### src/rtl/ltb_pkg.sv
package ltb_pkg;
  localparam int unsigned DEF_ENTRIES = 16;
  localparam int unsigned DEF_ADDR_W  = 32;
  localparam int unsigned DEF_OFF_W   = 6;
  localparam int unsigned DEF_CNT_W   = 4;

  typedef enum logic [1:0] {
    EVD_IDLE  = 2'd0,
    EVD_GRANT = 2'd1,
    EVD_DEFER = 2'd2
  } evict_dec_e;
endpackage

### src/rtl/ltb_cam.sv
module ltb_cam #(
  parameter int unsigned N     = 16,
  parameter int unsigned TAG_W = 26,
  localparam int unsigned IDX_W = (N > 1) ? $clog2(N) : 1
) (
  input  logic [N-1:0]            valid_i,
  input  logic [N-1:0][TAG_W-1:0] tags_i,
  input  logic [TAG_W-1:0]        key_i,
  output logic                    hit_o,
  output logic [IDX_W-1:0]        idx_o
);
  logic [N-1:0] match;

  for (genvar g = 0; g < N; g++) begin : g_cmp
    assign match[g] = valid_i[g] && (tags_i[g] == key_i);
  end

  // tags are unique among valid entries, so an OR encode is exact
  always_comb begin
    idx_o = '0;
    for (int i = 0; i < N; i++) begin
      if (match[i]) idx_o = idx_o | IDX_W'(i);
    end
  end

  assign hit_o = |match;
endmodule

### src/rtl/ltb_free_pick.sv
module ltb_free_pick #(
  parameter int unsigned N = 16,
  localparam int unsigned IDX_W = (N > 1) ? $clog2(N) : 1
) (
  input  logic [N-1:0]     valid_i,
  output logic             any_free_o,
  output logic [IDX_W-1:0] free_idx_o
);
  always_comb begin
    free_idx_o = '0;
    for (int i = N - 1; i >= 0; i--) begin
      if (!valid_i[i]) free_idx_o = IDX_W'(i);
    end
  end

  assign any_free_o = ~&valid_i;
endmodule

### src/rtl/ltb_entry.sv
module ltb_entry #(
  parameter int unsigned TAG_W = 26,
  parameter int unsigned CNT_W = 4
) (
  input  logic             clk_i,
  input  logic             rst_ni,
  input  logic             alloc_i,
  input  logic [TAG_W-1:0] tag_i,
  input  logic             inc_i,
  input  logic             dec_i,
  input  logic             hold_i,
  output logic             valid_o,
  output logic [TAG_W-1:0] tag_o,
  output logic [CNT_W-1:0] cnt_o,
  output logic             release_o
);
  logic [CNT_W-1:0] cnt_q, cnt_n;
  logic [TAG_W-1:0] tag_q;
  logic             pend_q, pend_n;

  always_comb begin
    pend_n = pend_q | hold_i;
    if (alloc_i) begin
      cnt_n  = CNT_W'(1);
      pend_n = 1'b0;
    end else begin
      cnt_n = cnt_q + CNT_W'(inc_i) - CNT_W'(dec_i);
    end
    if (cnt_n == '0) pend_n = 1'b0;
  end

  assign valid_o   = (cnt_q != '0);
  assign tag_o     = tag_q;
  assign cnt_o     = cnt_q;
  assign release_o = valid_o && (cnt_n == '0) && (pend_q || hold_i);

  always_ff @(posedge clk_i or negedge rst_ni) begin
    if (!rst_ni) begin
      cnt_q  <= '0;
      tag_q  <= '0;
      pend_q <= 1'b0;
    end else begin
      cnt_q  <= cnt_n;
      pend_q <= pend_n;
      if (alloc_i) tag_q <= tag_i;
    end
  end
endmodule

### src/rtl/ltb_top.sv
module ltb_top
  import ltb_pkg::*;
#(
  parameter int unsigned ENTRIES = DEF_ENTRIES,
  parameter int unsigned ADDR_W  = DEF_ADDR_W,
  parameter int unsigned OFF_W   = DEF_OFF_W,
  parameter int unsigned CNT_W   = DEF_CNT_W
) (
  input  logic              clk_i,
  input  logic              rst_ni,
  input  logic              lead_ld_valid_i,
  input  logic [ADDR_W-1:0] lead_ld_addr_i,
  output logic              lead_ld_ready_o,
  input  logic              trail_ret_valid_i,
  input  logic [ADDR_W-1:0] trail_ret_addr_i,
  input  logic              evict_req_i,
  input  logic [ADDR_W-1:0] evict_addr_i,
  output logic              evict_grant_o,
  output logic              release_valid_o,
  output logic [ADDR_W-1:0] release_addr_o
);
  localparam int unsigned TAG_W = ADDR_W - OFF_W;
  localparam int unsigned IDX_W = (ENTRIES > 1) ? $clog2(ENTRIES) : 1;

  logic [ENTRIES-1:0]            ent_valid, ent_rel;
  logic [ENTRIES-1:0][TAG_W-1:0] ent_tag;
  logic [ENTRIES-1:0][CNT_W-1:0] ent_cnt;
  logic [ENTRIES-1:0]            alloc_v, inc_v, dec_v, hold_v;

  logic [TAG_W-1:0] lead_tag, trail_tag, evict_tag;
  logic             lead_hit, trail_hit, evict_hit, any_free, lead_fire;
  logic [IDX_W-1:0] lead_idx, trail_idx, evict_idx, free_idx;
  evict_dec_e       evict_dec;

  logic             rel_vld_q;
  logic [TAG_W-1:0] rel_tag_q;

  logic unused_offsets;
  assign unused_offsets = ^{lead_ld_addr_i[OFF_W-1:0], trail_ret_addr_i[OFF_W-1:0],
                            evict_addr_i[OFF_W-1:0]};

  assign lead_tag  = lead_ld_addr_i[ADDR_W-1:OFF_W];
  assign trail_tag = trail_ret_addr_i[ADDR_W-1:OFF_W];
  assign evict_tag = evict_addr_i[ADDR_W-1:OFF_W];

  ltb_cam #(.N(ENTRIES), .TAG_W(TAG_W)) u_cam_lead (
    .valid_i(ent_valid), .tags_i(ent_tag), .key_i(lead_tag),
    .hit_o(lead_hit), .idx_o(lead_idx)
  );

  ltb_cam #(.N(ENTRIES), .TAG_W(TAG_W)) u_cam_trail (
    .valid_i(ent_valid), .tags_i(ent_tag), .key_i(trail_tag),
    .hit_o(trail_hit), .idx_o(trail_idx)
  );

  ltb_cam #(.N(ENTRIES), .TAG_W(TAG_W)) u_cam_evict (
    .valid_i(ent_valid), .tags_i(ent_tag), .key_i(evict_tag),
    .hit_o(evict_hit), .idx_o(evict_idx)
  );

  ltb_free_pick #(.N(ENTRIES)) u_free (
    .valid_i(ent_valid), .any_free_o(any_free), .free_idx_o(free_idx)
  );

  // stall on full buffer (new block) or saturated counter (tracked block)
  assign lead_ld_ready_o = lead_hit ? (ent_cnt[lead_idx] != '1) : any_free;
  assign lead_fire       = lead_ld_valid_i && lead_ld_ready_o;

  always_comb begin
    if (!evict_req_i)   evict_dec = EVD_IDLE;
    else if (evict_hit) evict_dec = EVD_DEFER;
    else                evict_dec = EVD_GRANT;
  end

  assign evict_grant_o = (evict_dec == EVD_GRANT);

  for (genvar g = 0; g < ENTRIES; g++) begin : g_ent
    assign alloc_v[g] = lead_fire && !lead_hit && (free_idx == IDX_W'(g));
    assign inc_v[g]   = lead_fire && lead_hit && (lead_idx == IDX_W'(g));
    assign dec_v[g]   = trail_ret_valid_i && trail_hit && (trail_idx == IDX_W'(g));
    assign hold_v[g]  = (evict_dec == EVD_DEFER) && (evict_idx == IDX_W'(g));

    ltb_entry #(.TAG_W(TAG_W), .CNT_W(CNT_W)) u_entry (
      .clk_i    (clk_i),
      .rst_ni   (rst_ni),
      .alloc_i  (alloc_v[g]),
      .tag_i    (lead_tag),
      .inc_i    (inc_v[g]),
      .dec_i    (dec_v[g]),
      .hold_i   (hold_v[g]),
      .valid_o  (ent_valid[g]),
      .tag_o    (ent_tag[g]),
      .cnt_o    (ent_cnt[g]),
      .release_o(ent_rel[g])
    );
  end

  // a release needs a decrement, so only the retiring entry can release
  always_ff @(posedge clk_i or negedge rst_ni) begin
    if (!rst_ni) begin
      rel_vld_q <= 1'b0;
      rel_tag_q <= '0;
    end else begin
      rel_vld_q <= |ent_rel;
      if (|ent_rel) rel_tag_q <= ent_tag[trail_idx];
    end
  end

  assign release_valid_o = rel_vld_q;
  assign release_addr_o  = {rel_tag_q, {OFF_W{1'b0}}};
endmodule

### config.mk
export PLATFORM = sky130hd
export DESIGN_NAME = ltb_top
export DESIGN_NICKNAME = d
export VERILOG_FILES = /design/src/rtl/ltb_pkg.sv /design/src/rtl/ltb_cam.sv /design/src/rtl/ltb_free_pick.sv /design/src/rtl/ltb_entry.sv /design/src/rtl/ltb_top.sv
export SDC_FILE = /design/constraint.sdc
export NUM_CORES = 2
export LEC_CHECK = 0
export ABC_CLOCK_PERIOD_IN_PS = 9000
export BUFFER_PORTS_ARGS = -buffer_cell sky130_fd_sc_hd__buf_4
export CORE_ASPECT_RATIO = 1.2
export CORE_UTILIZATION = 45
export DETAILED_ROUTE_END_ITERATION = 7
export GPL_TIMING_DRIVEN = 0
export SLEW_MARGIN = 20
export SYNTH_ARGS = -nofsm -noshare
export SYNTH_HDL_FRONTEND = slang
export SYNTH_SLANG_ARGS = --single-unit
### constraint.sdc
create_clock -name clk_i -period 9 [get_ports clk_i]
set_clock_uncertainty 0.1 [all_clocks]
set_input_delay 0.9 -clock clk_i [delete_from_list [all_inputs] [get_ports clk_i]]
set_output_delay 0.9 -clock clk_i [all_outputs]
set_load 0.05 [all_outputs]
# Word-level counts from Yosys, hierarchy flattened
# Cells that the tools add are included.
[totals] register_bits=523 memories=0 mem_bits_rw=0 latch_bits=0 in_bits=101 romBits=0 output_inout_bits=35
[classes] n_mul=0 n_addsub=32 shift=0 reduce_logical=207 order_cmp=2 div=0 n_eq_ne=111 mux=116 bitwise_logic=16
[ops] op="26-bit == test" n=48
[ops] op="4-bit 2-to-1 mux" n=57
[ops] op="1-bit logical AND" n=148
[ops] op="4-bit == test (second input constant)" n=32
[ops] op="26-bit binary-select mux with 4-bit select" n=1
[ops] op="4-bit logical NOT" n=20
[ops] op="4-bit by 1-bit adder with 4-bit output" n=16
[ops] op="4-bit by 3-bit == test with 1-bit output (second input constant)" n=16
[ops] op="4-bit nonzero test" n=16
[ops] op="16-bit OR reduction" n=4
[ops] op="4-bit by 1-bit subtractor with 4-bit output" n=16
[ops] op="1-bit 2-to-1 mux" n=36
[ops] op="3-bit 2-to-1 mux" n=12
[ops] op="4-bit by 2-bit == test with 1-bit output (second input constant)" n=8
[ops] op="26-bit 2-to-1 mux" n=1
[ops] op="4-bit binary-select mux with 4-bit select" n=1
[ops] op="4-bit by 1-bit == test with 1-bit output (second input constant)" n=4
[ops] op="1-bit logical OR" n=16
[ops] op="2-bit 2-to-1 mux" n=8
[ops] op="1-bit OR" n=16
[ops] op="16-bit AND reduction" n=1
[ops] op="4-bit by 5-bit < comparator with 1-bit output (second input constant)" n=2
[ops] op="4-bit inequality test (second input constant)" n=1
[ops] op="2-bit by 1-bit == test with 1-bit output (second input constant)" n=1
[ops] op="2 further kinds" n=3

# Depth between registers and ports, before layout
[depth] ltp_word=31 mapped_depth=32 mapped_depth_nobuf=27

# Hierarchy
# From an unflattened synthesis, not the netlist that was laid out.
[hier_totals] hier_cells=3708 area_unflattened_um2=41792.6
[modules_own_cells] module="ltb_entry" cells_per_inst=86 n_inst=16 area_each_um2=1285.0 seq_area_each_um2=775.7
[modules_own_cells] module="ltb_cam" cells_per_inst=632 n_inst=3 area_each_um2=5300.1 seq_area_each_um2=0.0
[modules_own_cells] module="ltb_top" cells_per_inst=402 n_inst=1 area_each_um2=5166.2 seq_area_each_um2=675.6
[modules_own_cells] module="ltb_free_pick" cells_per_inst=34 n_inst=1 area_each_um2=166.4 seq_area_each_um2=0.0

# Least setup slack after synthesis
# No wires, ideal clock.
[synth_path] path_type="input to register" start="input port lead_ld_addr_i[12]" end="register rel_tag_q[10]" path_slack_ns=2.018 n_path_buf=7 cell_stages=32 setup_ns=0.125 arrival_time_ns=6.756 path_cell_list="buf_4 -> buf_8 -> xor2_1 -> nor4_2 -> nand4_1 -> nor4_2 -> nor4_2 -> and2_1 -> buf_4 -> buf_8 -> o211ai_2 -> o21ai_1 -> o211a_1 -> a2111o_1 -> buf_4 -> buf_8 -> nand3_1 -> ha_1 -> inv_1 -> ha_1 -> fa_1 -> xor2_1 -> or3_1 -> nor3_1 -> a32oi_1 -> o211a_1 -> nand3_1 -> a311o_1 -> a2111o_1 -> nor3_4 -> buf_6 -> mux2_4"
[synth_between] elab_chain_len=31 word_cells_on_any_way=201 classes_between="add/sub (32); eq/ne (32); mux (34); reduce/logical (103)"
[synth_rtl] element="from (decl)" line="ltb_top.sv:12" source="input logic [ADDR_W-1:0] lead_ld_addr_i,"
[synth_rtl] element="26-bit == test" line="ltb_cam.sv:15" source="assign match[g] = valid_i[g] && (tags_i[g] == key_i);"
[synth_rtl] element="1-bit logical AND" line="ltb_cam.sv:15"
[synth_rtl] element="1-bit 2-to-1 mux" line="ltb_cam.sv:22" source="if (match[i]) idx_o = idx_o | IDX_W'(i);"
[synth_rtl] element="2-bit 2-to-1 mux (2 in a row)" line="ltb_cam.sv:22"
[synth_rtl] element="3-bit 2-to-1 mux (4 in a row)" line="ltb_cam.sv:22"
[synth_rtl] element="4-bit 2-to-1 mux (8 in a row)" line="ltb_cam.sv:22"
[synth_rtl] element="4-bit binary-select mux with 4-bit select" line="ltb_top.sv:66" source="assign lead_ld_ready_o = lead_hit ? (ent_cnt[lead_idx] != '1) : any_free;"
[synth_rtl] element="4-bit 2-to-1 mux (implied by the code)" line="ltb_top.sv:66"
[synth_rtl] element="[... 2 more ...]"
[synth_rtl] element="1-bit logical AND" line="ltb_top.sv:67" source="assign lead_fire = lead_ld_valid_i && lead_ld_ready_o;"
[synth_rtl] element="1-bit logical AND (2 in a row)" line="ltb_top.sv:79" source="assign inc_v[g] = lead_fire && lead_hit && (lead_idx == IDX_W'(g));"
[synth_rtl] element="4-bit by 1-bit adder with 4-bit output" line="ltb_entry.sv:27" source="cnt_n = cnt_q + CNT_W'(inc_i) - CNT_W'(dec_i);"
[synth_rtl] element="4-bit by 1-bit subtractor with 4-bit output" line="ltb_entry.sv:27"
[synth_rtl] element="4-bit 2-to-1 mux" line="ltb_entry.sv:23" source="if (alloc_i) begin"
[synth_rtl] element="4-bit logical NOT" line="ltb_entry.sv:35" source="assign release_o = valid_o && (cnt_n == '0) && (pend_q || hold_i);"
[synth_rtl] element="1-bit logical AND (2 in a row)" line="ltb_entry.sv:35"
[synth_rtl] element="16-bit OR reduction (*)" line="ltb_top.sv:105" source="if (|ent_rel) rel_tag_q <= ent_tag[trail_idx];"
[synth_rtl] element="to (signal assigned)" line="ltb_top.sv:105"
[synth_rtl] element="to (decl)" line="ltb_top.sv:36" source="logic [TAG_W-1:0] rel_tag_q;"
# Every way passes the cells marked *; elsewhere a longest branch is shown, timed or not. The select of a mux whose other input is x is not followed.
# A chain may end at the register's enable or synchronous reset.

# Final worst setup path
[layout_path] start="input port trail_ret_addr_i[18]" end="register rel_tag_q[16]"
[layout_between] elab_chain_len=25 word_cells_on_any_way=164 classes_between="add/sub (16); eq/ne (31); mux (33); reduce/logical (84)"
[layout_rtl] element="from (decl)" line="ltb_top.sv:15" source="input logic [ADDR_W-1:0] trail_ret_addr_i,"
[layout_rtl] element="26-bit == test" line="ltb_cam.sv:15"
[layout_rtl] element="1-bit logical AND" line="ltb_cam.sv:15"
[layout_rtl] element="1-bit 2-to-1 mux" line="ltb_cam.sv:22"
[layout_rtl] element="2-bit 2-to-1 mux (2 in a row)" line="ltb_cam.sv:22"
[layout_rtl] element="3-bit 2-to-1 mux (4 in a row)" line="ltb_cam.sv:22"
[layout_rtl] element="4-bit 2-to-1 mux (8 in a row)" line="ltb_cam.sv:22"
[layout_rtl] element="4-bit by 1-bit == test with 1-bit output (tied with other cells)" line="ltb_top.sv:80" source="assign dec_v[g] = trail_ret_valid_i && trail_hit && (trail_idx == IDX_W'(g));"
[layout_rtl] element="1-bit logical AND" line="ltb_top.sv:80"
[layout_rtl] element="4-bit by 1-bit subtractor with 4-bit output" line="ltb_entry.sv:27"
[layout_rtl] element="4-bit 2-to-1 mux" line="ltb_entry.sv:23"
[layout_rtl] element="4-bit logical NOT" line="ltb_entry.sv:35"
[layout_rtl] element="1-bit logical AND (2 in a row)" line="ltb_entry.sv:35"
[layout_rtl] element="16-bit OR reduction" line="ltb_top.sv:105"
# Parallel ways exist; a longest one is shown, timed or not. The select of a mux whose other input is x is not followed.

==> metrics.md <==
| Metric | Value |
|---|---|
| Status | `complete, but fails checks` |
| Dpl hpwl | `216,000 um` |
| Final Max Tran Viols | `0` |
| Final Cycle Share | `103%` |
| Vert. Die Dim | `336 um` |
| Routability cong. | `1.18` |
| Clk pwr share | `46.5%` |
| Net switching power | `1.94 mW` |
| Initial DRC Count | `7,566` |
| Worst-path clk slew | `70 ps` |
| Syn Std Cell Area | `41,900 sq um` |
| ANT nets after route | `0` |
| Boundary Pins | `136` |
| Met3 usage | `37.8%` |
| DP Worst Slack | `-1980 ps` |
| H-Tree Level Count | `2` |
| Setup tns final | `-6010 ps` |
| 1st-pass router iterations | `8` |
| Die width | `281 um` |
| Layout net count | `4,393` |
| Fraction of layout cells with a size suffix above 1 | `22.8%` |
| YS warnings | `0` |
| Clock Sinks | `523` |
| Root Driver | `clkbuf_16` |
| Max cap viols | `0` |
| Worst skew pair latency | `710 ps` |
| CTS Buffer Depth | `3` |
| Number of flops mapped to enable cells by yosys | `0` |
| Power per Cell Area | `131 nW/um^2` |
| RSZ-0062 raised after global routing | `no` |
| Synthesized netlist cell count | `4,070` |
| DRT Wirelength | `294,000 um` |
| Starting Density | `45.5%` |
| GRT overflow | `0` |
| WL/cell | `53.5 um` |
| Filler-free cell count of the finished design | `5,502` |
| Relative slew slack | `11.1%` |
| CTS buffer count | `60` |
| Global routing usage on met1 | `66.4%` |
| Dpl cells | `5,366` |
| Global-route wire length before repair | `373,000 um` |
| Busiest grt layer | `met2` |
| Crit Path Class | `in -> reg` |
| Crit start category | `primary input` |
| Total Power | `6.11 mW` |
| Final hold slack | `74.0 ps` |
| Vias/cell | `7.29` |
| Multi-input gate area | `26,800 sq um` |
| GRT Overall Usage | `61.4%` |
| Flop pwr share | `38.4%` |
| Syn avg cell area | `10.3 sq um` |
| Peak VDD IR | `0.174 mV` |
| DRC viols | `1` |
| Layout filler cell count | `8,594` |
| Largest net degree at the start of global routing | `102` |
| Vias | `40.1k` |
| Initial antenna violation count | `22` |
| Distinct cells, synth | `80` |
| Worst Setup End Kind | `register` |
| CTS Hold Bufs | `0` |
| Failing checks | `design-rule violations, negative setup slack` |
| Final Cell Area | `46,800 sq um` |
| Reg2reg setup slack | `-120 ps` |
| TritonCTS clock tree | `done` |
| Combinational power share | `15.1%` |
| Net Sw Frac | `31.8%` |
| Full die area | `94,400 sq um` |
| P&R area growth vs syn | `11.7%` |
| Placed instance area | `44,200 sq um` |
| FP Rows | `122` |
| Util after Layout | `50.8%` |
| Seq/Total Area, Yosys | `31.2%` |
| Worst hold path type | `in -> async` |
| Top FF cell, synth | `dfrtp_1` |
| Hold Fails Final Rpt | `0` |
| Worst-margin pin slew | `1320 ps` |
| Vias in the first global route | `37.2k` |
| Register Area | `13,100 sq um` |
| Final setup viols | `26` |
| F_max | `108 MHz` |
| Critical path arrival | `9770 ps` |
| Async SR Flop Fraction | `100%` |
| Internal Dissipation | `4.17 mW` |
| Final WS setup | `-280 ps` |
| Leak pwr | `22.4 nW` |
| Seq cells post-synth | `523` |
| M2 GR Usage | `80.1%` |
| Port buffer count | `33` |
| Crit Path Max Fanout | `10` |
| Core area | `92,200 sq um` |
| Final min period | `9280 ps` |
| Crit path required time | `9490 ps` |
[state kept, by name, indices dropped and copies added, names as in the netlist]
| signal | flops |
|---|---|
| g_ent.u_entry.cnt_o | 64 |
| release_valid_o | 1 |
| g_ent.u_entry.pend_q | 16 |
| rel_tag_q | 26 |
| g_ent.u_entry.tag_o | 416 |
[per-layer routing]
metal,wire [um],share of wire [%],up-vias
li1,-,-,14300
met1,98900,34,19900
met2,110000,37,4185
met3,48100,16,1687
met4,36300,12,28
met5,721,0.25,-
[final cells by class]
type | count | area share, %
inverters | 92 | 0.737
flip-flops and latches | 523 | 27.9
well taps | 1240 | 3.31
clock inverters | 43 | 1.23
clock buffers | 69 | 3.47
plain buffers | 326 | 4.62
diodes | 16 | 0.0855
repair buffers | 60 | 1.41
multi-input cells | 3133 | 57.2
[placed cells by master, fill, tap and decap left out, types with 11 or more instances in the layout]
cell,count
a21o_1,17
a21oi_1,42
a32oi_1,48
and2_1,11
buf_2,119
buf_4,130
buf_6,48
clkbuf_1,42
clkbuf_16,61
clkbuf_2,16
clkbuf_4,11
clkinvlp_4,11
dfrtp_1,522
diode_2,16
fa_1,16
ha_1,80
inv_1,90
mux2_1,16
mux2_2,416
mux2i_1,270
nand2_1,136
nand3_1,69
nand4_1,140
nor2_1,100
nor2b_1,22
nor3_1,69
nor4_1,205
nor4_4,12
o21ai_0,15
or2_2,14
or4_1,11
xnor2_1,443
xor2_1,834
[cells by family (layout without fill, tap and decap cells)]
kind of cell | count (synthesis) | after routing | share of synthesized area [%]
xor+xnor | 1280 | 1280 | 26.8
buf+inv | 419 | 590 | 5.77
mux | 720 | 720 | 18.8
compound gates | 163 | 163 | 2.77
fa+ha+maj | 96 | 96 | 3.15
simple gates | 868 | 868 | 11.5
flops | 523 | 523 | 31.2
other cells | 1 | 22 | 0.00894
[power by group through the flow]
stage | sequential [mW] | combinational, mW | clock (mW)
2_1_floorplan | 2.40 | 0.396 | 0
3_3_place_gp | 2.40 | 0.804 | 0
3_5_place_dp | 2.39 | 0.816 | 0
4_1_cts | 2.35 | 0.823 | 2.82
5_1_grt | 2.35 | 0.882 | 2.89
6_report | 2.35 | 0.920 | 2.84
[Yosys cell counts, types with 7 or more instances]
| master | n | share of area (%) |
|---|---|---|
| buf_6 | 42 | 1.1 |
| nand2b_1 | 7 | 0.10 |
| xnor2_1 | 443 | 9.3 |
| or4_1 | 11 | 0.20 |
| nor4_2 | 8 | 0.24 |
| clkbuf_1 | 57 | 0.51 |
| buf_4 | 80 | 1.4 |
| inv_1 | 90 | 0.81 |
| mux2_4 | 10 | 0.36 |
| xor2_1 | 834 | 17 |
| nand3_1 | 71 | 0.85 |
| mux2i_1 | 271 | 6.5 |
| mux2_2 | 416 | 11 |
| nor2b_1 | 22 | 0.33 |
| nor2_1 | 103 | 0.92 |
| fa_1 | 16 | 0.76 |
| a32oi_1 | 49 | 1.0 |
| buf_1 | 9 | 0.081 |
| dfrtp_1 | 523 | 31 |
| mux4_2 | 7 | 0.38 |
| a21oi_1 | 42 | 0.50 |
| ha_1 | 80 | 2.4 |
| nand2_1 | 136 | 1.2 |
| nand4_1 | 140 | 2.1 |
| buf_2 | 133 | 1.6 |
| o21ai_0 | 17 | 0.20 |
| mux2_1 | 16 | 0.43 |
| or2_2 | 14 | 0.21 |
| and2_1 | 11 | 0.16 |
| nor3_1 | 75 | 0.90 |
| nor4_1 | 218 | 3.3 |
| a21o_1 | 17 | 0.30 |
| and3_1 | 10 | 0.15 |
| nor3b_1 | 10 | 0.18 |
[worst paths after layout]
kind                                        startpoint                         end  cells past startpoint
setup / recovery                  trail_ret_addr_i[18]               rel_tag_q[16]                     28
hold / removal                                  rst_ni   g_ent[7].u_entry.cnt_o[2]                      1
setup reg to reg           g_ent[14].u_entry.tag_o[20]               rel_tag_q[16]                     30
hold reg to reg                          rel_tag_q[21]               rel_tag_q[21]                      1
max in group asynchronous                       rst_ni  g_ent[13].u_entry.tag_o[8]                      3
min in group clk_i                       rel_tag_q[21]               rel_tag_q[21]                      1
[worst max-delay path: stages]
cell,delay [ps]
buf_2,480
buf_2,890
xnor2_1,200
nand4_1,110
nor3_1,930
nor4b_1,310
nand4_1,180
clkbuf_1,220
clkbuf_2,410
buf_2,420
nand2_1,290
nor3_1,450
ha_1,240
inv_1,70
ha_1,270
a21o_1,170
a21oi_1,180
xor2_1,250
nor3_1,210
a32oi_2,380
o211a_1,210
nand3_1,130
a311o_1,360
a2111o_1,460
nor3_4,270
buf_12,190
buf_6,200
mux2_4,320
[timing repair]
item | CTS | global route
buffers inserted | 8 | 0
resized for setup | 22 | 42
cloned | 0 | 0
setup endpoints to repair | 27 | 27
pin swaps | 3 | 6
No activity file was read; power rests on OpenSTA's default activity.
